**src/rtl/gpio_event_pkg.sv**
```systemverilog
package gpio_event_pkg;

  localparam logic [7:0] OFS_DATA   = 8'h00;
  localparam logic [7:0] OFS_DIR    = 8'h04;
  localparam logic [7:0] OFS_LEVEL  = 8'h08;
  localparam logic [7:0] OFS_CONDLO = 8'h0C;
  localparam logic [7:0] OFS_CONDHI = 8'h10;
  localparam logic [7:0] OFS_MASK   = 8'h14;
  localparam logic [7:0] OFS_STATUS = 8'h18;
  localparam logic [7:0] OFS_BOTH   = 8'h1C;
  localparam logic [7:0] OFS_SET    = 8'h84;
  localparam logic [7:0] OFS_CLR    = 8'h88;
  localparam logic [7:0] OFS_TGL    = 8'h8C;

  typedef enum logic [1:0] {
    COND_LOW  = 2'd0,
    COND_HIGH = 2'd1,
    COND_RISE = 2'd2,
    COND_FALL = 2'd3
  } condCode_e;

  typedef enum logic [3:0] {
    RD_NONE, RD_DATA, RD_DIR, RD_LEVEL, RD_CONDLO,
    RD_CONDHI, RD_MASK, RD_STATUS, RD_BOTH
  } rdSel_e;

  // Strobes from the bus decoder to the register datapath
  typedef struct packed {
    logic   wrData;
    logic   wrSet;
    logic   wrClr;
    logic   wrTgl;
    logic   wrDir;
    logic   wrCondLo;
    logic   wrCondHi;
    logic   wrMask;
    logic   wrStatus;
    logic   wrBoth;
    rdSel_e rdSel;
  } regStrobe_t;

endpackage

```
**src/rtl/gpio_event_ctrl.sv**
```systemverilog
module gpio_event_ctrl
  import gpio_event_pkg::*;
#(
  parameter int unsigned ADDR_W = 8
) (
  input  logic              busSel,
  input  logic              busWrite,
  input  logic [ADDR_W-1:0] busAddr,
  output regStrobe_t        strobe
);

  logic wrEn;
  logic rdEn;

  assign wrEn = busSel & busWrite;
  assign rdEn = busSel & ~busWrite;

  always_comb begin
    strobe = '0;
    strobe.rdSel = RD_NONE;
    case (busAddr)
      ADDR_W'(OFS_DATA): begin
        strobe.wrData = wrEn;
        strobe.rdSel  = rdEn ? RD_DATA : RD_NONE;
      end
      ADDR_W'(OFS_DIR): begin
        strobe.wrDir = wrEn;
        strobe.rdSel = rdEn ? RD_DIR : RD_NONE;
      end
      ADDR_W'(OFS_LEVEL): begin
        strobe.rdSel = rdEn ? RD_LEVEL : RD_NONE;
      end
      ADDR_W'(OFS_CONDLO): begin
        strobe.wrCondLo = wrEn;
        strobe.rdSel    = rdEn ? RD_CONDLO : RD_NONE;
      end
      ADDR_W'(OFS_CONDHI): begin
        strobe.wrCondHi = wrEn;
        strobe.rdSel    = rdEn ? RD_CONDHI : RD_NONE;
      end
      ADDR_W'(OFS_MASK): begin
        strobe.wrMask = wrEn;
        strobe.rdSel  = rdEn ? RD_MASK : RD_NONE;
      end
      ADDR_W'(OFS_STATUS): begin
        strobe.wrStatus = wrEn;
        strobe.rdSel    = rdEn ? RD_STATUS : RD_NONE;
      end
      ADDR_W'(OFS_BOTH): begin
        strobe.wrBoth = wrEn;
        strobe.rdSel  = rdEn ? RD_BOTH : RD_NONE;
      end
      ADDR_W'(OFS_SET): strobe.wrSet = wrEn;
      ADDR_W'(OFS_CLR): strobe.wrClr = wrEn;
      ADDR_W'(OFS_TGL): strobe.wrTgl = wrEn;
      default: ;
    endcase
  end

endmodule

```
**src/rtl/gpio_event_dp.sv**
```systemverilog
module gpio_event_dp
  import gpio_event_pkg::*;
#(
  parameter int unsigned NUM_PINS = 32
) (
  input  logic                clk,
  input  logic                rstN,
  input  regStrobe_t          strobe,
  input  logic [NUM_PINS-1:0] busWdata,
  input  logic [NUM_PINS-1:0] pinIn,
  output logic [NUM_PINS-1:0] busRdata,
  output logic [NUM_PINS-1:0] pinOut,
  output logic [NUM_PINS-1:0] pinOutEn,
  output logic                irqLow,
  output logic                irqHigh
);

  localparam int unsigned HALF   = NUM_PINS / 2;
  localparam int unsigned COND_W = 2 * HALF;

  logic [NUM_PINS-1:0] dataQ, dirQ, maskQ, statusQ, bothQ;
  logic [COND_W-1:0]   condLoQ, condHiQ;
  logic [NUM_PINS-1:0] syncA, syncB, prevQ;
  logic [NUM_PINS-1:0] detect;
  logic [NUM_PINS-1:0] clearVec;

  // Two-flop synchronizer plus one history stage for edge detection
  always_ff @(posedge clk or negedge rstN) begin
    if (!rstN) begin
      syncA <= '0;
      syncB <= '0;
      prevQ <= '0;
    end else begin
      syncA <= pinIn;
      syncB <= syncA;
      prevQ <= syncB;
    end
  end

  // Per-pin condition decode
  for (genvar i = 0; i < NUM_PINS; i++) begin : g_pin
    logic [1:0] code;
    logic       hit;
    if (i < HALF) begin : g_lo
      assign code = condLoQ[2*i +: 2];
    end else begin : g_hi
      assign code = condHiQ[2*(i-HALF) +: 2];
    end
    always_comb begin
      if (bothQ[i]) begin
        hit = syncB[i] ^ prevQ[i];
      end else begin
        case (condCode_e'(code))
          COND_LOW:  hit = ~syncB[i];
          COND_HIGH: hit = syncB[i];
          COND_RISE: hit = syncB[i] & ~prevQ[i];
          default:   hit = ~syncB[i] & prevQ[i];
        endcase
      end
    end
    assign detect[i] = hit;
  end

  assign clearVec = strobe.wrStatus ? busWdata : '0;

  // Configuration and output registers
  always_ff @(posedge clk or negedge rstN) begin
    if (!rstN) begin
      dataQ   <= '0;
      dirQ    <= '0;
      maskQ   <= '0;
      bothQ   <= '0;
      condLoQ <= '0;
      condHiQ <= '0;
    end else begin
      if (strobe.wrData)      dataQ <= busWdata;
      else if (strobe.wrSet)  dataQ <= dataQ | busWdata;
      else if (strobe.wrClr)  dataQ <= dataQ & ~busWdata;
      else if (strobe.wrTgl)  dataQ <= dataQ ^ busWdata;
      if (strobe.wrDir)    dirQ    <= busWdata;
      if (strobe.wrMask)   maskQ   <= busWdata;
      if (strobe.wrBoth)   bothQ   <= busWdata;
      if (strobe.wrCondLo) condLoQ <= busWdata[COND_W-1:0];
      if (strobe.wrCondHi) condHiQ <= busWdata[COND_W-1:0];
    end
  end

  // Sticky status: detection wins over a same-cycle clear
  always_ff @(posedge clk or negedge rstN) begin
    if (!rstN) statusQ <= '0;
    else       statusQ <= (statusQ & ~clearVec) | detect;
  end

  always_comb begin
    case (strobe.rdSel)
      RD_DATA:   busRdata = dataQ;
      RD_DIR:    busRdata = dirQ;
      RD_LEVEL:  busRdata = syncB;
      RD_CONDLO: busRdata = NUM_PINS'(condLoQ);
      RD_CONDHI: busRdata = NUM_PINS'(condHiQ);
      RD_MASK:   busRdata = maskQ;
      RD_STATUS: busRdata = statusQ;
      RD_BOTH:   busRdata = bothQ;
      default:   busRdata = '0;
    endcase
  end

  assign pinOut   = dataQ;
  assign pinOutEn = dirQ;
  assign irqLow   = |(statusQ[HALF-1:0] & maskQ[HALF-1:0]);
  assign irqHigh  = |(statusQ[NUM_PINS-1:HALF] & maskQ[NUM_PINS-1:HALF]);

endmodule

```
**src/rtl/gpio_event_bank.sv**
```systemverilog
module gpio_event_bank
  import gpio_event_pkg::*;
#(
  parameter int unsigned NUM_PINS = 32,
  parameter int unsigned ADDR_W   = 8
) (
  input  logic                clk,
  input  logic                rstN,
  input  logic                busSel,
  input  logic                busWrite,
  input  logic [ADDR_W-1:0]   busAddr,
  input  logic [NUM_PINS-1:0] busWdata,
  output logic [NUM_PINS-1:0] busRdata,
  input  logic [NUM_PINS-1:0] pinIn,
  output logic [NUM_PINS-1:0] pinOut,
  output logic [NUM_PINS-1:0] pinOutEn,
  output logic                irqLow,
  output logic                irqHigh
);

  regStrobe_t strobe;

  gpio_event_ctrl #(.ADDR_W(ADDR_W)) uCtrl (
    .busSel   (busSel),
    .busWrite (busWrite),
    .busAddr  (busAddr),
    .strobe   (strobe)
  );

  gpio_event_dp #(.NUM_PINS(NUM_PINS)) uDp (
    .clk      (clk),
    .rstN     (rstN),
    .strobe   (strobe),
    .busWdata (busWdata),
    .pinIn    (pinIn),
    .busRdata (busRdata),
    .pinOut   (pinOut),
    .pinOutEn (pinOutEn),
    .irqLow   (irqLow),
    .irqHigh  (irqHigh)
  );

endmodule

```
**config.mk**
```make
export PLATFORM = sky130hd
export DESIGN_NAME = gpio_event_bank
export DESIGN_NICKNAME = d
export VERILOG_FILES = /design/src/rtl/gpio_event_pkg.sv /design/src/rtl/gpio_event_ctrl.sv /design/src/rtl/gpio_event_dp.sv /design/src/rtl/gpio_event_bank.sv
export SDC_FILE = /design/constraint.sdc
export NUM_CORES = 1
export LEC_CHECK = 0
export BUFFER_PORTS_ARGS = -buffer_cell sky130_fd_sc_hd__buf_2
export CAP_MARGIN = 10
export CORE_ASPECT_RATIO = 0.7
export CORE_MARGIN = 2
export CORE_UTILIZATION = 45
export CTS_CLUSTER_DIAMETER = 50
export CTS_CLUSTER_SIZE = 25
export DETAILED_ROUTE_END_ITERATION = 8
export PLACE_DENSITY = 0.69
export SLEW_MARGIN = 20
export SYNTH_ARGS = -nofsm -noshare
export SYNTH_HDL_FRONTEND = slang
export SYNTH_SLANG_ARGS = --single-unit
```
**constraint.sdc**
```tcl
create_clock -name clk -period 2.7 [get_ports clk]
set_clock_uncertainty 0.2 [all_clocks]
set_input_delay 0.54 -clock clk [delete_from_list [all_inputs] [get_ports clk]]
set_output_delay 0.54 -clock clk [all_outputs]
set_load 0.01 [all_outputs]
```
After elaboration in Yosys (flattened, before gate mapping) --
Index checks and enable logic that the tools add are counted.
Word-level totals: bits in registers 320, input port bits 76, output and inout bits 98
Operators by class: eq/ne operators 82, multiplexer cells 89, bitwise operators 172, reduce and logical (&&, ||, !) cells 36
Operators with widths (number):
- $pmux W32 S8 | 1
- $mux W32 | 5
- $pmux W1 S3 | 32
- $and A1 B1 Y1 | 66
- $not A1 Y1 | 65
- $and A32 B32 Y32 | 2
- $eq A2 B1 Y1 const B | 32
- $eq A2 B2 Y1 const B | 32
- $logic_not A2 Y1 | 32
- $not A32 Y32 | 2
- $or A32 B32 Y32 | 2
- $mux W1 | 43
- $and A16 B16 Y16 | 2
- $eq A8 B5 Y1 const B | 4
- $pmux W4 S8 | 1
- $reduce_or A16 Y1 | 2
- $xor A1 B1 Y1 | 32
- $xor A32 B32 Y32 | 1
- $eq A8 B8 Y1 const B | 3
- $eq A4 B3 Y1 const B | 4
- $eq A8 B4 Y1 const B | 2
- $mux W3 | 4
- $eq A4 B2 Y1 const B | 2
- $eq A8 B3 Y1 const B | 1
- 6 further kinds | 7

Logic depth before layout (Yosys ltp) --
word-level depth 6, gate-level depth with buffers 8, depth with buffers taken out 6

Cells and area by module --
Synthesis repeated with hierarchy kept, for this count alone.
Second synthesis, totals: cells, all modules 1544, area total of the unflattened synthesis 17314.1 um^2
By module, submodules not included:
- gpio_event_dp | times used 1, cells each 1516, area each 17097.6 um^2
- gpio_event_ctrl | times used 1, cells each 28, area each 216.5 um^2

Worst setup path before layout --
OpenSTA, ideal clock, no wires.
kind input port to output port, start in busAddr[6], end out busRdata[11], arrival 2.081 ns, data required time 1.960 ns, setup slack -0.121 ns, stages on the path 5, buffers on the path 2, cells stage by stage or4b_4 -> or3_1 -> clkbuf_1 -> clkbuf_1 -> a211oi_1
On the way: cells in the longest elaborated chain, start to end 4
Ends and longest elaborated chain:
- from (decl) | line gpio_event_bank.sv:11 | input logic [ADDR_W-1:0] busAddr,
- $eq A8 B5 Y1 (tied with other cells) | line gpio_event_ctrl.sv:21 | case (busAddr)
- $pmux W4 S8 * | line gpio_event_ctrl.sv:21
- $eq A4 B4 Y1 (tied with other cells) | line gpio_event_dp.sv:95 | case (strobe.rdSel)
- $pmux W32 S8 * | line gpio_event_dp.sv:95
- to (decl) | line gpio_event_bank.sv:13 | output logic [NUM_PINS-1:0] busRdata,
Every way passes the cells marked *; elsewhere a longest branch is shown, timed or not.

Final worst setup path --
Ends and elaborated chain as after synthesis.

==> key figures <==
Route
  • DR WL/cell: 22.8 µm
  • Via density per instance: just under 6
  • Routed Antenna Nets: 0
  • DRC viols: 0
  • Post-Route WL: 49500 µm
  • DR pass1 iterations: 5
  • Via count: about 13000
  • Starting DRT DRC Count: around 1100

Logic synthesis
  • Post-synthesis cell type count: 42
  • Mapped Nets: 1603
  • Number of flops mapped to enable cells by yosys: 0
  • Top FF cell, synth: dfrtp_1
  • Avg Cell Area, Syn: ~12 µm²
  • Synthesized instance count: roughly 1400
  • YS warnings: 0
  • Post-synth ARST share: 100%
  • Register area share after synthesis: between 40% and 50%
  • Synth Register Bits: 320
  • Synth Cell Area: approximately 0.017 mm²

STA
  • RSZ-0062 raised after global routing: true
  • Max-Slew Margin vs Limit: a little under three fifths
  • Final slew viol count: 0
  • Crit share post-route: 106%
  • Final setup fails: 32
  • Smallest hold slack: 0.0756 ns
  • Slack of the critical path: -0.174 ns
  • Worst Max-Slew Pin Slew: 0.674 ns
  • FMAX: approximately 350 MHz
  • Period minus WS final: between 2 and 3 ns
  • Hold Vio Cnt, Final: 0

Place
  • PortBufs: ~170
  • Post-DP HPWL: 35000 µm
  • Cells after DPL: about 2100
  • GPL Wtd Cong: ~0.87

Hold path
  • Hold Crit Depth: 2
  • Worst hold path endpoint: uDp.pinOutEn[26]$_DFFE_PN0P_
  • Hold Crit Class: input pin to flip-flop
  • HP Start: busWdata[26]

GRT
  • Largest net degree at the start of global routing: 74
  • GRT overflow: 0
  • Total GRT Usage: 25.7%
  • First-pass GRT wire length: 75500 µm
  • Initial antenna violation count: 1
  • Vias in the first global route: 12500

Setup path
  • Crit start category: input pin
  • CP required: 1.96 ns
  • Worst r2r path cells: 5
  • Reg2reg setup slack: ~1.1 ns
  • Crit path capture type: output pin
  • Worst R2R End: uDp.statusQ[19]$_DFF_PN0_
  • Crit-path max FO: 23
  • Kind of critical path: input pin to output pin
  • CP arrival: ~2.1 ns
  • Worst reg2reg path startpoint: uDp.syncB[19]$_DFF_PN0_

Floorplanning
  • Die area: approximately 0.039 mm²
  • Cell Rows: 59
  • Core Box Area: between 0.03 and 0.04 mm²
  • Die extent in x: 235 µm
  • Die height: roughly 170 µm
  • I/O pin count: approximately 170
  • Starting Density: a little under half

Clock tree
  • CTS tree: built
  • Worst-skew pair later-pin latency: between 0.5 and 0.6 ns
  • Num CTS Buffers: 30
  • CTS Root Cell: clkbuf_16
  • Clock-pin slew on the worst setup and hold paths: around 0.080 ns
  • CTS Sinks: 320
  • H-tree Lvls: 1
  • Bufs on Longest Clock Path: 3

Pwr
  • Cell area power density: approximately 550 mW/mm²
  • Worst IR Drop VDD: roughly 0.50 mV
  • Leak: 9.94 nW

Cells and area
  • Commonest cells after routing, fill and taps aside: dfrtp_1, buf_2, inv_1
  • Commonest non-fill, non-tap cell in the layout: dfrtp_1
  • Synth-to-Final Area Change: 21.9%
  • Non-Filler Instances: around 2200
  • # diodes: 0
  • Share of cells above drive strength 1: between 30% and 40%
  • # nets final: ~1900

Outcome
  • Failing checks: setup timing
  • Status: complete, but fails checks

Flow run
  • Max-cap viol count: 0
==> layer usage <==
layer / track usage, % / up-vias / share of wire [%]
met4: 5.66 / 0 / 2.5
met5: 0 / - / 0
li1: - / 5513 / -
met2: 39.4 / 513 / 45
met3: 4.00 / 83 / 7.2
met1: 38.6 / 6534 / 46
==> state kept, by name (all words and copies together) (netlist names) <==
register      count
uDp.syncB        32
uDp.maskQ        32
uDp.condLoQ      32
uDp.prevQ        32
uDp.statusQ      32
uDp.syncA        32
uDp.condHiQ      32
uDp.pinOutEn     32
uDp.pinOut       32
uDp.bothQ        32
==> through the flow <==
stage / area [µm²] / setup TNS [ns] / setup WS (ns) / utilization, % / total power [mW]
floorplan: 16800 / -0.491 / -0.0307 / - / 6.05
global placement: 18900 / -4.36 / -0.212 / 51.2 / 6.69
detailed placement: 18900 / -5.95 / -0.256 / 51.2 / 6.76
CTS: 20400 / -3.45 / -0.171 / 55.1 / 11.3
global route: 20400 / -4.96 / -0.212 / 55.3 / 11.7
finish: 20400 / -3.36 / -0.174 / 55.3 / 11.2
==> synth_stat cells (all sizes together), types with 33 or more instances <==
master,number,share of area (%)
mux4,55,7.4
buf,34,1.1
a21oi,52,1.6
nor2,46,1.0
nand2,108,2.4
dfrtp,320,48
mux2,130,8.7
ha,128,9.6
a211oi,39,1.7
clkbuf,34,0.76
mux2i,67,4.0
o21ai,33,0.99
inv,162,3.6
==> worst max path at each step <==
stage | startpoint | end | slack (ns) | depth (start not counted)
after global routing | busAddr[6] | busRdata[1] | -0.21 | 6
after floorplan | busAddr[6] | busRdata[22] | -0.03 | 5
after global placement | busAddr[6] | busRdata[11] | -0.21 | 6
final | busAddr[6] | busRdata[11] | -0.17 | 6
after CTS | busAddr[6] | busRdata[11] | -0.17 | 6
after detailed placement | busAddr[6] | busRdata[31] | -0.26 | 6
==> cell type report <==
class / instances / area, µm²
Sequential cell: 320 / 8010
Timing Repair Buffer: 293 / 2180
Tap cell: 488 / 611
Multi-Input combinational cell: 849 / 7970
Fill cell: 3092 / 16500
Clock buffer: 31 / 776
Clock inverter: 24 / 265
Inverter: 162 / 608
==> logic make-up (layout without fill, tap and decap cells) <==
kind of cell	Yosys count	count (layout)	share of synthesized area (%)
flip-flops	320	320	47.8
multiplexers	252	252	20.1
AO/OA/AOI/OAI	256	256	10.7
AND/OR/NAND/NOR	183	183	4.73
buffers and inverters	230	510	5.47
adder cells (fa/ha/maj)	128	128	9.56
XOR/XNOR	30	30	1.57
==> what timing repair did <==
action / 4_1_cts / 5_1_grt
setup buffers: 2 / 0
resized for setup: 9 / 11
setup endpoints to repair: 34 / 34
hold buffers: 33 / 0
hold endpoints to repair: 93 / 0
pin swaps: 1 / 2
==> where the power goes <==
group          switching, mW  total (mW)  internal, mW  leakage (nW)
Combinational          0.776        1.48         0.705          5.41
Clock                   2.23        4.47          2.24         0.494
Sequential             0.254        5.24          4.99          4.04
==> critical path: stages <==
cell and delay [ns]:
buf_6 0.10, or4b_4 0.54, or3_4 0.40, buf_12 0.17, a211oi_4 0.21, buf_2 0.16
No activity file was read; power rests on OpenSTA's default activity.
